`config.mk`:
```
export PLATFORM = sky130hd
export DESIGN_NAME = trap_ctrl
export DESIGN_NICKNAME = d
export VERILOG_FILES = /design/src/rtl/trap_pkg.sv /design/src/rtl/trap_irq_pending.sv /design/src/rtl/trap_arbiter.sv /design/src/rtl/trap_state.sv /design/src/rtl/trap_ctrl.sv
export SDC_FILE = /design/constraint.sdc
export NUM_CORES = 1
export LEC_CHECK = 0
export ABC_AREA = 1
export ABC_CLOCK_PERIOD_IN_PS = 3400
export CAP_MARGIN = 20
export CORE_MARGIN = 4
export CORE_UTILIZATION = 50
export DETAILED_ROUTE_END_ITERATION = 16
export HOLD_SLACK_MARGIN = 0.05
export PLACE_DENSITY = 0.85
export SLEW_MARGIN = 20
export SYNTH_ARGS = -nofsm -noshare
export SYNTH_HDL_FRONTEND = slang
export SYNTH_SLANG_ARGS = --single-unit
```
`constraint.sdc`:
```
create_clock -name clk -period 3.4 [get_ports clk]
set_clock_uncertainty 0.1 [all_clocks]
set_input_delay 0.68 -clock clk [delete_from_list [all_inputs] [get_ports clk]]
set_output_delay 0.68 -clock clk [all_outputs]
set_load 0.01 [all_outputs]
```
`src/rtl/trap_pkg.sv`:
```
`timescale 1ns/1ps
package trap_pkg;

    localparam int XLEN    = 32;
    localparam int CAUSE_W = 5;
    localparam int KIND_W  = 3;
    localparam int SEL_W   = 2;

    localparam logic [XLEN-1:0] HANDLER_VEC = 32'h8000_0180;
    localparam logic [XLEN-1:0] BOOT_VEC    = 32'hBFC0_0000;

    typedef logic [CAUSE_W-1:0] cause_t;

    localparam cause_t C_PGFAULT  = 5'd3;
    localparam cause_t C_BADADDR  = 5'd4;
    localparam cause_t C_SYSCALL  = 5'd8;
    localparam cause_t C_DIVZERO  = 5'd9;
    localparam cause_t C_PRIV     = 5'd10;
    localparam cause_t C_OVERFLOW = 5'd12;
    localparam cause_t C_IRQ_BASE = 5'd16;
    localparam cause_t C_UNKNOWN  = 5'd31;

    // synchronous fault kinds reported by the pipeline
    typedef enum logic [KIND_W-1:0] {
        K_SYSCALL  = 3'd0,
        K_DIVZERO  = 3'd1,
        K_OVERFLOW = 3'd2,
        K_BADADDR  = 3'd3,
        K_PGFAULT  = 3'd4
    } fault_kind_e;

    // control-register select
    typedef enum logic [SEL_W-1:0] {
        SEL_STATUS = 2'd0,
        SEL_EPC    = 2'd1,
        SEL_CAUSE  = 2'd2,
        SEL_BADVA  = 2'd3
    } csr_sel_e;

    // decision for trap entry made by the arbiter
    typedef struct packed {
        logic   take;
        logic   from_irq;
        logic   is_pgfault;
        cause_t code;
    } entry_t;

    // non-trap commands that may retire this cycle
    typedef struct packed {
        logic ret;
        logic ret_err;
        logic csr_wr;
    } cmd_t;

    // saved privilege state
    typedef struct packed {
        logic mode;
        logic prev;
        logic active;
    } priv_t;

    function automatic cause_t sync_cause(input logic [KIND_W-1:0] kind);
        cause_t c;
        case (kind)
            K_SYSCALL:  c = C_SYSCALL;
            K_DIVZERO:  c = C_DIVZERO;
            K_OVERFLOW: c = C_OVERFLOW;
            K_BADADDR:  c = C_BADADDR;
            K_PGFAULT:  c = C_PGFAULT;
            default:    c = C_UNKNOWN;
        endcase
        return c;
    endfunction

    function automatic cause_t irq_cause(input int idx);
        return C_IRQ_BASE + cause_t'(idx);
    endfunction

    function automatic logic [XLEN-1:0] pack_status(input priv_t p);
        return {{(XLEN-3){1'b0}}, p.active, p.prev, p.mode};
    endfunction

endpackage

```
`src/rtl/trap_irq_pending.sv`:
```
`timescale 1ns/1ps
module trap_irq_pending #(
    parameter int NIRQ = 2
) (
    input  logic            clk,
    input  logic            rst,
    input  logic [NIRQ-1:0] irq_in,
    input  logic [NIRQ-1:0] clr,
    output logic [NIRQ-1:0] pend
);

    genvar gi;
    generate
        for (gi = 0; gi < NIRQ; gi++) begin : g_line
            logic pend_q;
            always_ff @(posedge clk) begin
                if (rst) begin
                    pend_q <= 1'b0;
                end else begin
                    // a new request wins over a clear on the same edge
                    pend_q <= (pend_q & ~clr[gi]) | irq_in[gi];
                end
            end
            assign pend[gi] = pend_q;
        end
    endgenerate

endmodule

```
`src/rtl/trap_arbiter.sv`:
```
`timescale 1ns/1ps
module trap_arbiter
    import trap_pkg::*;
#(
    parameter int NIRQ = 2
) (
    input  logic              mode,
    input  logic              active,
    input  logic              cmd_valid,
    input  logic              exc_valid,
    input  logic [KIND_W-1:0] exc_kind,
    input  logic              priv_op,
    input  logic              csr_re,
    input  logic              csr_we,
    input  logic              eret,
    input  logic [NIRQ-1:0]   pend,
    output entry_t            entry,
    output cmd_t              cmd,
    output logic [NIRQ-1:0]   irq_clr
);

    logic            user_viol;
    logic            sync_req;
    logic            irq_any;
    logic [NIRQ-1:0] irq_pick;
    cause_t          irq_code;

    // lowest pending index wins
    always_comb begin
        logic found;
        found    = 1'b0;
        irq_pick = '0;
        irq_code = C_IRQ_BASE;
        for (int i = 0; i < NIRQ; i++) begin
            if (pend[i] && !found) begin
                found       = 1'b1;
                irq_pick[i] = 1'b1;
                irq_code    = irq_cause(i);
            end
        end
        irq_any = found;
    end

    assign user_viol = cmd_valid & ~mode & (csr_re | csr_we | priv_op | eret);
    assign sync_req  = (cmd_valid & exc_valid) | user_viol;

    always_comb begin
        entry.take       = ~active & (sync_req | irq_any);
        entry.from_irq   = ~sync_req;
        entry.is_pgfault = 1'b0;
        entry.code       = irq_code;
        if (sync_req) begin
            if (cmd_valid && exc_valid) begin
                entry.code       = sync_cause(exc_kind);
                entry.is_pgfault = (exc_kind == K_PGFAULT);
            end else begin
                entry.code = C_PRIV;
            end
        end
    end

    assign irq_clr = (entry.take && entry.from_irq) ? irq_pick : '0;

    always_comb begin
        logic clean;
        clean       = cmd_valid & mode & ~exc_valid & ~entry.take;
        cmd.ret     = clean & eret & active;
        cmd.ret_err = clean & eret & ~active;
        cmd.csr_wr  = clean & csr_we & ~eret;
    end

endmodule

```
`src/rtl/trap_state.sv`:
```
`timescale 1ns/1ps
module trap_state
    import trap_pkg::*;
(
    input  logic             clk,
    input  logic             rst,
    input  entry_t           entry,
    input  cmd_t             cmd,
    input  logic [XLEN-1:0]  cmd_pc,
    input  logic [XLEN-1:0]  exc_vaddr,
    input  logic             rd_en,
    input  logic [SEL_W-1:0] csr_sel,
    input  logic [XLEN-1:0]  csr_wdata,
    output priv_t            priv,
    output logic [XLEN-1:0]  epc,
    output logic [XLEN-1:0]  csr_rdata,
    output logic             redirect_valid,
    output logic [XLEN-1:0]  redirect_pc,
    output logic             flush,
    output logic             eret_err
);

    priv_t           priv_q;
    logic [XLEN-1:0] epc_q;
    cause_t          cause_q;
    logic [XLEN-1:0] badva_q;
    csr_sel_e        sel;

    assign sel = csr_sel_e'(csr_sel);

    always_ff @(posedge clk) begin
        if (rst) begin
            priv_q         <= '{mode: 1'b1, prev: 1'b1, active: 1'b0};
            epc_q          <= '0;
            cause_q        <= '0;
            badva_q        <= '0;
            redirect_valid <= 1'b1;
            redirect_pc    <= BOOT_VEC;
            flush          <= 1'b0;
            eret_err       <= 1'b0;
        end else begin
            redirect_valid <= 1'b0;
            flush          <= 1'b0;
            eret_err       <= cmd.ret_err;
            if (entry.take) begin
                epc_q          <= cmd_pc;
                cause_q        <= entry.code;
                priv_q.prev    <= priv_q.mode;
                priv_q.mode    <= 1'b1;
                priv_q.active  <= 1'b1;
                if (entry.is_pgfault) begin
                    badva_q <= exc_vaddr;
                end
                redirect_valid <= 1'b1;
                redirect_pc    <= HANDLER_VEC;
                flush          <= 1'b1;
            end else if (cmd.ret) begin
                priv_q.mode    <= priv_q.prev;
                priv_q.active  <= 1'b0;
                redirect_valid <= 1'b1;
                redirect_pc    <= epc_q;
            end else if (cmd.csr_wr) begin
                case (sel)
                    SEL_STATUS: begin
                        priv_q.mode <= csr_wdata[0];
                        priv_q.prev <= csr_wdata[1];
                    end
                    SEL_EPC:   epc_q   <= csr_wdata;
                    SEL_CAUSE: cause_q <= csr_wdata[CAUSE_W-1:0];
                    SEL_BADVA: badva_q <= csr_wdata;
                    default:   ;
                endcase
            end
        end
    end

    always_comb begin
        csr_rdata = '0;
        if (rd_en && priv_q.mode) begin
            case (sel)
                SEL_STATUS: csr_rdata = pack_status(priv_q);
                SEL_EPC:    csr_rdata = epc_q;
                SEL_CAUSE:  csr_rdata = {{(XLEN-CAUSE_W){1'b0}}, cause_q};
                SEL_BADVA:  csr_rdata = badva_q;
                default:    csr_rdata = '0;
            endcase
        end
    end

    assign priv = priv_q;
    assign epc  = epc_q;

endmodule

```
`src/rtl/trap_ctrl.sv`:
```
`timescale 1ns/1ps
module trap_ctrl
    import trap_pkg::*;
#(
    parameter int NIRQ = 2
) (
    input  logic                   clk,
    input  logic                   rst,
    input  logic                   cmd_valid,
    input  logic [XLEN-1:0]        cmd_pc,
    input  logic                   exc_valid,
    input  logic [KIND_W-1:0]      exc_kind,
    input  logic [XLEN-1:0]        exc_vaddr,
    input  logic                   priv_op,
    input  logic                   csr_re,
    input  logic                   csr_we,
    input  logic [SEL_W-1:0]       csr_sel,
    input  logic [XLEN-1:0]        csr_wdata,
    input  logic                   eret,
    input  logic [NIRQ-1:0]        irq_in,
    output logic                   redirect_valid,
    output logic [XLEN-1:0]        redirect_pc,
    output logic                   flush,
    output logic                   kernel_mode,
    output logic                   trap_active,
    output logic                   eret_err,
    output logic [XLEN-1:0]        csr_rdata
);

    localparam int MAX_IRQ = (1 << CAUSE_W) - 1 - int'(C_IRQ_BASE);

    entry_t          entry;
    cmd_t            cmd;
    priv_t           priv;
    logic [NIRQ-1:0] pend;
    logic [NIRQ-1:0] irq_clr;
    logic [XLEN-1:0] epc;

    initial begin
        if (NIRQ < 1 || NIRQ > MAX_IRQ) begin
            $error("NIRQ out of range for the reason-code space");
        end
    end

    trap_irq_pending #(.NIRQ(NIRQ)) u_pend (
        .clk    (clk),
        .rst    (rst),
        .irq_in (irq_in),
        .clr    (irq_clr),
        .pend   (pend)
    );

    trap_arbiter #(.NIRQ(NIRQ)) u_arb (
        .mode      (priv.mode),
        .active    (priv.active),
        .cmd_valid (cmd_valid),
        .exc_valid (exc_valid),
        .exc_kind  (exc_kind),
        .priv_op   (priv_op),
        .csr_re    (csr_re),
        .csr_we    (csr_we),
        .eret      (eret),
        .pend      (pend),
        .entry     (entry),
        .cmd       (cmd),
        .irq_clr   (irq_clr)
    );

    trap_state u_state (
        .clk            (clk),
        .rst            (rst),
        .entry          (entry),
        .cmd            (cmd),
        .cmd_pc         (cmd_pc),
        .exc_vaddr      (exc_vaddr),
        .rd_en          (cmd_valid & csr_re),
        .csr_sel        (csr_sel),
        .csr_wdata      (csr_wdata),
        .priv           (priv),
        .epc            (epc),
        .csr_rdata      (csr_rdata),
        .redirect_valid (redirect_valid),
        .redirect_pc    (redirect_pc),
        .flush          (flush),
        .eret_err       (eret_err)
    );

    assign kernel_mode = priv.mode;
    assign trap_active = priv.active;

endmodule

```
### Word-level counts from Yosys, hierarchy flattened

Index checks and enable logic that the tools add are counted.

| word-level totals | value |
|---|---|
| word-level logic and storage cells | 107 |
| bits in registers | 109 |

| cells by class | value |
|---|---|
| bitwise operators | 30 |
| muxes and demuxes | 34 |
| equality and inequality tests | 9 |
| reduce and logical (&&, ||, !) cells | 21 |

Operators by type and width:

| kind | number |
|---|---|
| $mux 32 | 10 |
| $pmux 32 s4 | 1 |
| $mux 30 | 2 |
| $mux 5 | 5 |
| $pmux 5 s5 | 1 |
| $reduce_bool 2->1 | 8 |
| $and 1x1->1 | 15 |
| $mux 1 | 10 |
| $reduce_and 3->1 | 3 |
| $mux 2 | 4 |
| $not 1->1 | 8 |
| $or 1x1->1 | 7 |
| $eq 3x2->1 const B | 2 |
| $mux 6 | 1 |
| $eq 2x2->1 const B | 2 |
| $logic_and 1x1->1 | 4 |
| $reduce_and 4->1 | 1 |
| $eq 3x1->1 const B | 1 |
| $eq 3x3->1 const B | 1 |
| $logic_not 3->1 | 1 |
| $eq 2x1->1 const B | 1 |
| $logic_not 2->1 | 1 |
| $ne 2x1->1 const B | 1 |
| $ne 2x2->1 const B | 1 |
| 3 further kinds | 3 |

### Logic depth before layout (Yosys ltp)

Gate-level depths: netlist (run 1).

| depth | value |
|---|---|
| word-level depth | 14 |
| mapped depth | 12 |
| mapped depth without buffers | 11 |

### Modules after synthesis

From an unflattened synthesis (run 1), not the netlist that was laid out.

| unflattened totals | value |
|---|---|
| cells, all modules | 912 |
| area total of the unflattened synthesis | 5582.9 um^2 |

By module, submodules not included:

| module | sequential area each (um^2) | cells an instance | area each (um^2) | instances |
|---|---|---|---|---|
| trap_state | 2142.1 | 854 | 5283.8 | 1 |
| trap_arbiter | 0.0 | 44 | 203.9 | 1 |
| trap_irq_pending | 40.0 | 12 | 87.6 | 1 |
| trap_ctrl | 0.0 | 2 | 7.5 | 1 |

### Least setup slack after synthesis (run 1)

OpenSTA, ideal clock, no wires.

| timing path | value |
|---|---|
| kind | input -> output |
| start | in csr_sel[1] |
| end | out csr_rdata[11] |
| data arrival time | 1.590 ns |
| required time | 2.620 ns |
| path buffers | 1 |
| setup slack | 1.030 ns |
| stages | 6 |
| cells stage by stage | inv_1 > nand2_1 > clkinv_1 > clkbuf_1 > nand2_1 > a21oi_1 |

| on the way | value |
|---|---|
| word-level cells in the longest chain between the ends | 3 |
| elaborated cells on any way between the ends | 6 |

RTL lines:

| what | RTL line | source |
|---|---|---|
| start: declaration | trap_ctrl.sv:17 | `input logic [SEL_W-1:0] csr_sel,` |
| $eq 2x2->1, or another cell as far along | trap_state.sv:80 | `case (sel)` |
| $pmux 32 s4 (*) | trap_state.sv:80 |  |
| $mux 32 (*) | trap_state.sv:79 | `if (rd_en && priv_q.mode) begin` |
| end: declaration | trap_ctrl.sv:27 | `output logic [XLEN-1:0] csr_rdata` |

Mark *: on every way between the ends. The rest lies on a longest branch, timed or not.

### Final worst setup path (run 1)

| timing path | value |
|---|---|
| start | in csr_sel[0] |
| end | out csr_rdata[30] |

The elaborated chain is that of the path after synthesis.

==> results of run 1 <==
[Yosys cell counts (2+ instances only)]
| library cell | count |
|---|---|
| inv_1 | 59 |
| nand2_1 | 367 |
| a221oi_1 | 2 |
| buf_6 | 12 |
| buf_2 | 16 |
| nand2_4 | 3 |
| dfxtp_1 | 109 |
| nand3_1 | 8 |
| inv_2 | 6 |
| a21oi_1 | 63 |
| nand2_2 | 3 |
| o22ai_1 | 2 |
| nor2_1 | 154 |
| o221ai_1 | 2 |
| clkbuf_1 | 18 |
| o21ai_0 | 49 |
| o31ai_1 | 3 |
[sequential cells by signal, indices dropped and copies added, names as in the netlist]
register,count
u_pend.g_line.pend_q,2
u_state.badva_q,32
u_state.cause_q,5
u_state.epc,32
u_state.eret_err,1
u_state.flush,1
u_state.priv,3
u_state.redirect_pc,32
u_state.redirect_valid,1
[layout make-up]
class,count,area [µm²],area share
well taps,140,175,0.0232
clock inverters,6,71.3,0.00946
clock buffers,10,128,0.0169
flip-flops and latches,109,2180,0.289
multi-input cells,666,2780,0.369
repair buffers,196,1960,0.260
inverters,66,248,0.0329
[worst paths after layout]
check,slack [ps],from,to,cells past startpoint
max,130,csr_sel[0],csr_rdata[30],7
min,350,u_state.redirect_pc[29],u_state.redirect_pc[29],2
max reg2reg,1330,u_state.priv[2],u_state.redirect_pc[1],9
min reg2reg,350,u_state.redirect_pc[29],u_state.redirect_pc[29],2
[stage by stage]
| stage | worst slack [ps] | hold WS (ps) | cells | utilization | area (µm²) |
|---|---|---|---|---|---|
| 5_1_grt | 36.4 | 377 | 1193 | 0.699 | 7540 |
| 2_1_floorplan | 1030 | 340 | 889 | - | 5500 |
| 3_5_place_dp | 88.0 | 334 | 1177 | 0.680 | 7340 |
| 4_1_cts | 86.7 | 355 | 1193 | 0.699 | 7540 |
| 3_3_place_gp | 155 | 329 | 1177 | 0.680 | 7340 |
| 6_report | 128 | 353 | 1193 | 0.699 | 7540 |
[worst register-to-register path, stage by stage (launching register included)]
cell and delay (ps):
dfxtp_1 440, nor2_1 90, nand2_2 120, nand3_2 100, nand2_4 250, buf_4 280
nand2_4 190, inv_2 180, o21ai_0 110, a21oi_1 150
[cells by family (layout without fill, tap and decap cells)]
family	Yosys count	in the layout	synth area share
flops	109	109	0.397
buf+inv	114	278	0.0985
compound gates	126	126	0.125
simple gates	540	540	0.380
[layer usage]
| metal | vias up | routed length, µm | GRT usage |
|---|---|---|---|
| met1 | 2758 | 7240 | 0.333 |
| met3 | 33 | 1420 | 0.0508 |
| met2 | 259 | 8110 | 0.448 |
| li1 | 3058 | - | - |
| met5 | - | 0 | 0 |
| met4 | 0 | 413 | 0.0849 |
[power breakdown]
part	total (µW)	internal, µW	switching, µW
Sequential	1470	1390	78.1
Clock	795	348	447
Combinational	776	332	444
[what timing repair did]
action                                  in CTS  in global routing
gates resized for setup                      0                  1
hold endpoints to repair                     0                  0
endpoints found under the setup margin       0                 10
buffers inserted                             0                  0
==> results.ini, run 1 <==
[sta]
hold_viol_final = 0
finalSetupTns_ps = 0
maxSlewViolCount = 0
period_minus_slack_ps = 3270
rsz0062_at_grt = false
setup_viol = 0
fmax_ghz = 0.306
period_share = 0.962
tightest_slew_ps = 705
max_slew_margin = 0.529

[critical_path]
worstSetupPathType = in -> out
crit_path_max_incr_delay_ps = 560
endpoint_kind = output port
slowest_stage = clkdlybuf4s50_1
cp.arrival_ps = 2490
required_ps = 2620
path_buf_inv = 4
worstPathMaxFanout = 11
cp_top_family = buffers and inverters
cp_cell_sequence = clkdlybuf4s50_1 > nand2_1 > inv_2 > buf_4 > nand2_1 > a21oi_1 > clkdlybuf4s50_1
cp-start-kind = input port

[finish]
fin_nets = 1159
synthToLayoutAreaGrowth_pct = 37.0
layout_common_cells = nand2_1, clkdlybuf4s50_1, nor2_1
fill_cells = 912
antennaDiodeCount = 0
final_common_cell = nand2_1
drive_gt1_frac = 0.0484

[floorplanning]
start_util = 0.510
dieWidth_um = 113
rows = 38
core_um2 = 10800
ios = 180
dieArea_um2 = 12700
die_y_um = 113

[global_routing]
grt_max_degree = 45
antenna_found_initial = 0
grt_use_total = 0.262
grt_pass1_vias = 5686
grt_pass1_wl_um = 27300
gr-total-overflow = 0

[yosys]
ys_types = 30
synth_flop_cell = dfxtp_1
syn-cell-area_um2 = 5500
yosys_warnings = 0
synth_cells = 889
synth_nets = 1000
synth.avg_cell_area_um2 = 6.19
synth_edf_count = 0
ys_ff_latch = 109
synth_top_area_cell = dfxtp_1
ys_seq_area_frac = 0.397
async_flop_share = 0
synth_top_cells_by_area = dfxtp_1, nand2_1, nor2_1, a21oi_1, o21ai_0
synth_top_area_frac = 0.397

[clock_tree]
cts_hold_buf = 0
cts.sinks = 109
cts_tree = done
htreeDepth = 3
cts_root_buf = clkbuf_8
cts_max_path_buffers = 2
cts_buffers = 9
path_clk_slew_ps = 100
insertion_delay_ps = 360

[drt]
num_vias = 6108
first_pass_iters = 7
ant_nets = 0
wl_um = 17200
via_per_inst = 5.12
wire_per_inst_um = 14.4
drt-initial-drc-count = 419
route.detailed.drc = 0

[placement]
place_congestion = 0.920
port-buffer-count = 179
hpwlAfterDp_um = 12300

[pwr]
p_total_uw = 3040
peakVddDrop_mv = 0.206
p_per_area_nw_per_um2 = 403
power.leakage_uw = 0.00350

[outcome]
status = completed

[hold_path]
hold_class = reg -> reg

[run]
max_cap_viol_count = 0

Note: power is estimated with default switching activity, not from simulation.
==> run 2, diff against run 1 <==
Settings changed: CORE_UTILIZATION 50 to 40, PLACE_DENSITY 0.85 to 0.7.
==> run 2 against run 1 <==
Final cell count rose by 3.0%. Clock power up 42%. Die area rose by 23%. Combinational power rose by 1%. Total power up 11%. Clock-buffer cell count fell by 1. Utilization down 12 points. Sequential cell count unchanged. Critical path depth is the same. Register-to-register slack got worse by 90 ps. Worst setup slack better by 26 ps. Largest cell class unchanged. Largest power group unchanged.
==> results.ini, run 2 (synthesis results as in run 1) <==
[drt]
num_vias = 5918
wl_um = 17800
drt-initial-drc-count = 426
wire_per_inst_um = 14.5
wl_met2_um = 8140
route.detailed.drc = 0
met3WireLength_um = 1230
ant_nets = 0
top_layer = met4
via_per_inst = 4.82
wl_met1_um = 8030
first_pass_iters = 5

[clock_tree]
path_clk_slew_ps = 80
cts_max_path_buffers = 2
insertion_delay_ps = 350
cts_hold_buf = 0
htreeDepth = 3
cts.sinks = 109
cts_buffers = 9
cts_tree = done
cts_root_buf = clkbuf_16

[sta]
finalSetupTns_ps = 0
fin_ws_ps = 154
timing.hold.ws_ps = 348
tightest_slew_ps = 704
period_share = 0.955
max_slew_margin = 0.530
fmax_ghz = 0.308
rsz0062_at_grt = false
hold_viol_final = 0
maxSlewViolCount = 0
period_minus_slack_ps = 3250
setup_viol = 0

[placement]
port-buffer-count = 179
hpwlAfterDp_um = 12700
placed_cells_incl_taps = 1213
place_congestion = 0.881
post-place-ws_ps = 161

[floorplanning]
dieWidth_um = 125
dieArea_um2 = 15700
start_util = 0.412
core_um2 = 13300
ios = 180
die_y_um = 125
rows = 42

[critical_path]
required_ps = 2620
worstSetupPathType = in -> out
cp_cell_sequence = clkdlybuf4s50_1 > nand2_1 > inv_1 > buf_4 > nand2_1 > a21oi_1 > clkdlybuf4s50_1
cp-start-kind = input port
slowest_stage = clkdlybuf4s50_1
cp.arrival_ps = 2470
worstPathMaxFanout = 11
crit_path_max_incr_delay_ps = 560
endpoint_kind = output port

[finish]
final_common_cell = nand2_1
synthToLayoutAreaGrowth_pct = 40.2
utilization = 0.578
fin_nets = 1159
fin_cells = 1229
layout_common_cells = nand2_1, clkdlybuf4s50_1, nor2_1
drive_gt1_frac = 0.0484
antennaDiodeCount = 0

[global_routing]
grt_pass1_wl_um = 29000
grt_use_total = 0.225
grt_max_degree = 65
grt_pass1_vias = 5671
gr-total-overflow = 0
antenna_found_initial = 0

[pwr]
p_per_area_nw_per_um2 = 438
power.leakage_uw = 0.00356
peakVddDrop_mv = 0.309

[run]
max_cap_viol_count = 0

[outcome]
status = completed

[hold_path]
hold_class = reg -> reg

## run 2: cell type report
cell class	count	area, µm²
Clock buffer	9	225
Clock inverter	7	98.8
Fill cell	1333	5630
Inverter	66	248
Multi-Input combinational cell	666	2780
Sequential cell	109	2180
Tap cell	176	220
Timing Repair Buffer	196	1960
## run 2: worst max-delay path, delay by kind of cell
family | cells | cell delay, ps
AND/OR/NAND/NOR | 2 | 160
buffers and inverters | 4 | 1430
AO/OA/AOI/OAI | 1 | 180
## run 2: metal layers
layer | vias to the layer above | global-route usage
li1 | 3051 | -
met2 | 202 | 0.361
met3 | 31 | 0.0687
met4 | 0 | 0.0682
met5 | - | 0
met1 | 2634 | 0.293
## run 2: final timing paths
| check | depth (start not counted) | start | endpoint | slack [ps] |
|---|---|---|---|---|
| min reg2reg | 2 | u_state.redirect_pc[28] | u_state.redirect_pc[28] | 350 |
| max | 7 | csr_sel[1] | csr_rdata[23] | 150 |
| max reg2reg | 10 | u_state.priv[2] | u_state.cause_q[3] | 1240 |
| min | 2 | u_state.redirect_pc[28] | u_state.redirect_pc[28] | 350 |
## run 2: report_power, final
| group | switching [µW] | internal (µW) | total, µW | leakage, µW |
|---|---|---|---|---|
| Clock | 480 | 650 | 1130 | 0.000156 |
| Combinational | 451 | 336 | 786 | 0.00251 |
| Sequential | 72.4 | 1390 | 1460 | 0.000895 |
## run 2: what timing repair did
| item | 4_1_cts | 5_1_grt |
|---|---|---|
| resized for setup | 0 | 1 |
| setup buffers | 0 | 0 |
| endpoints found under the setup margin | 0 | 2 |
## run 2: metrics by stage
stage	instance area (µm²)	total power (µW)
final	7710	3380
after detailed placement	7390	2270
after global placement	7390	2270
after global routing	7710	3560
after CTS	7710	3410
after floorplan	5500	1940
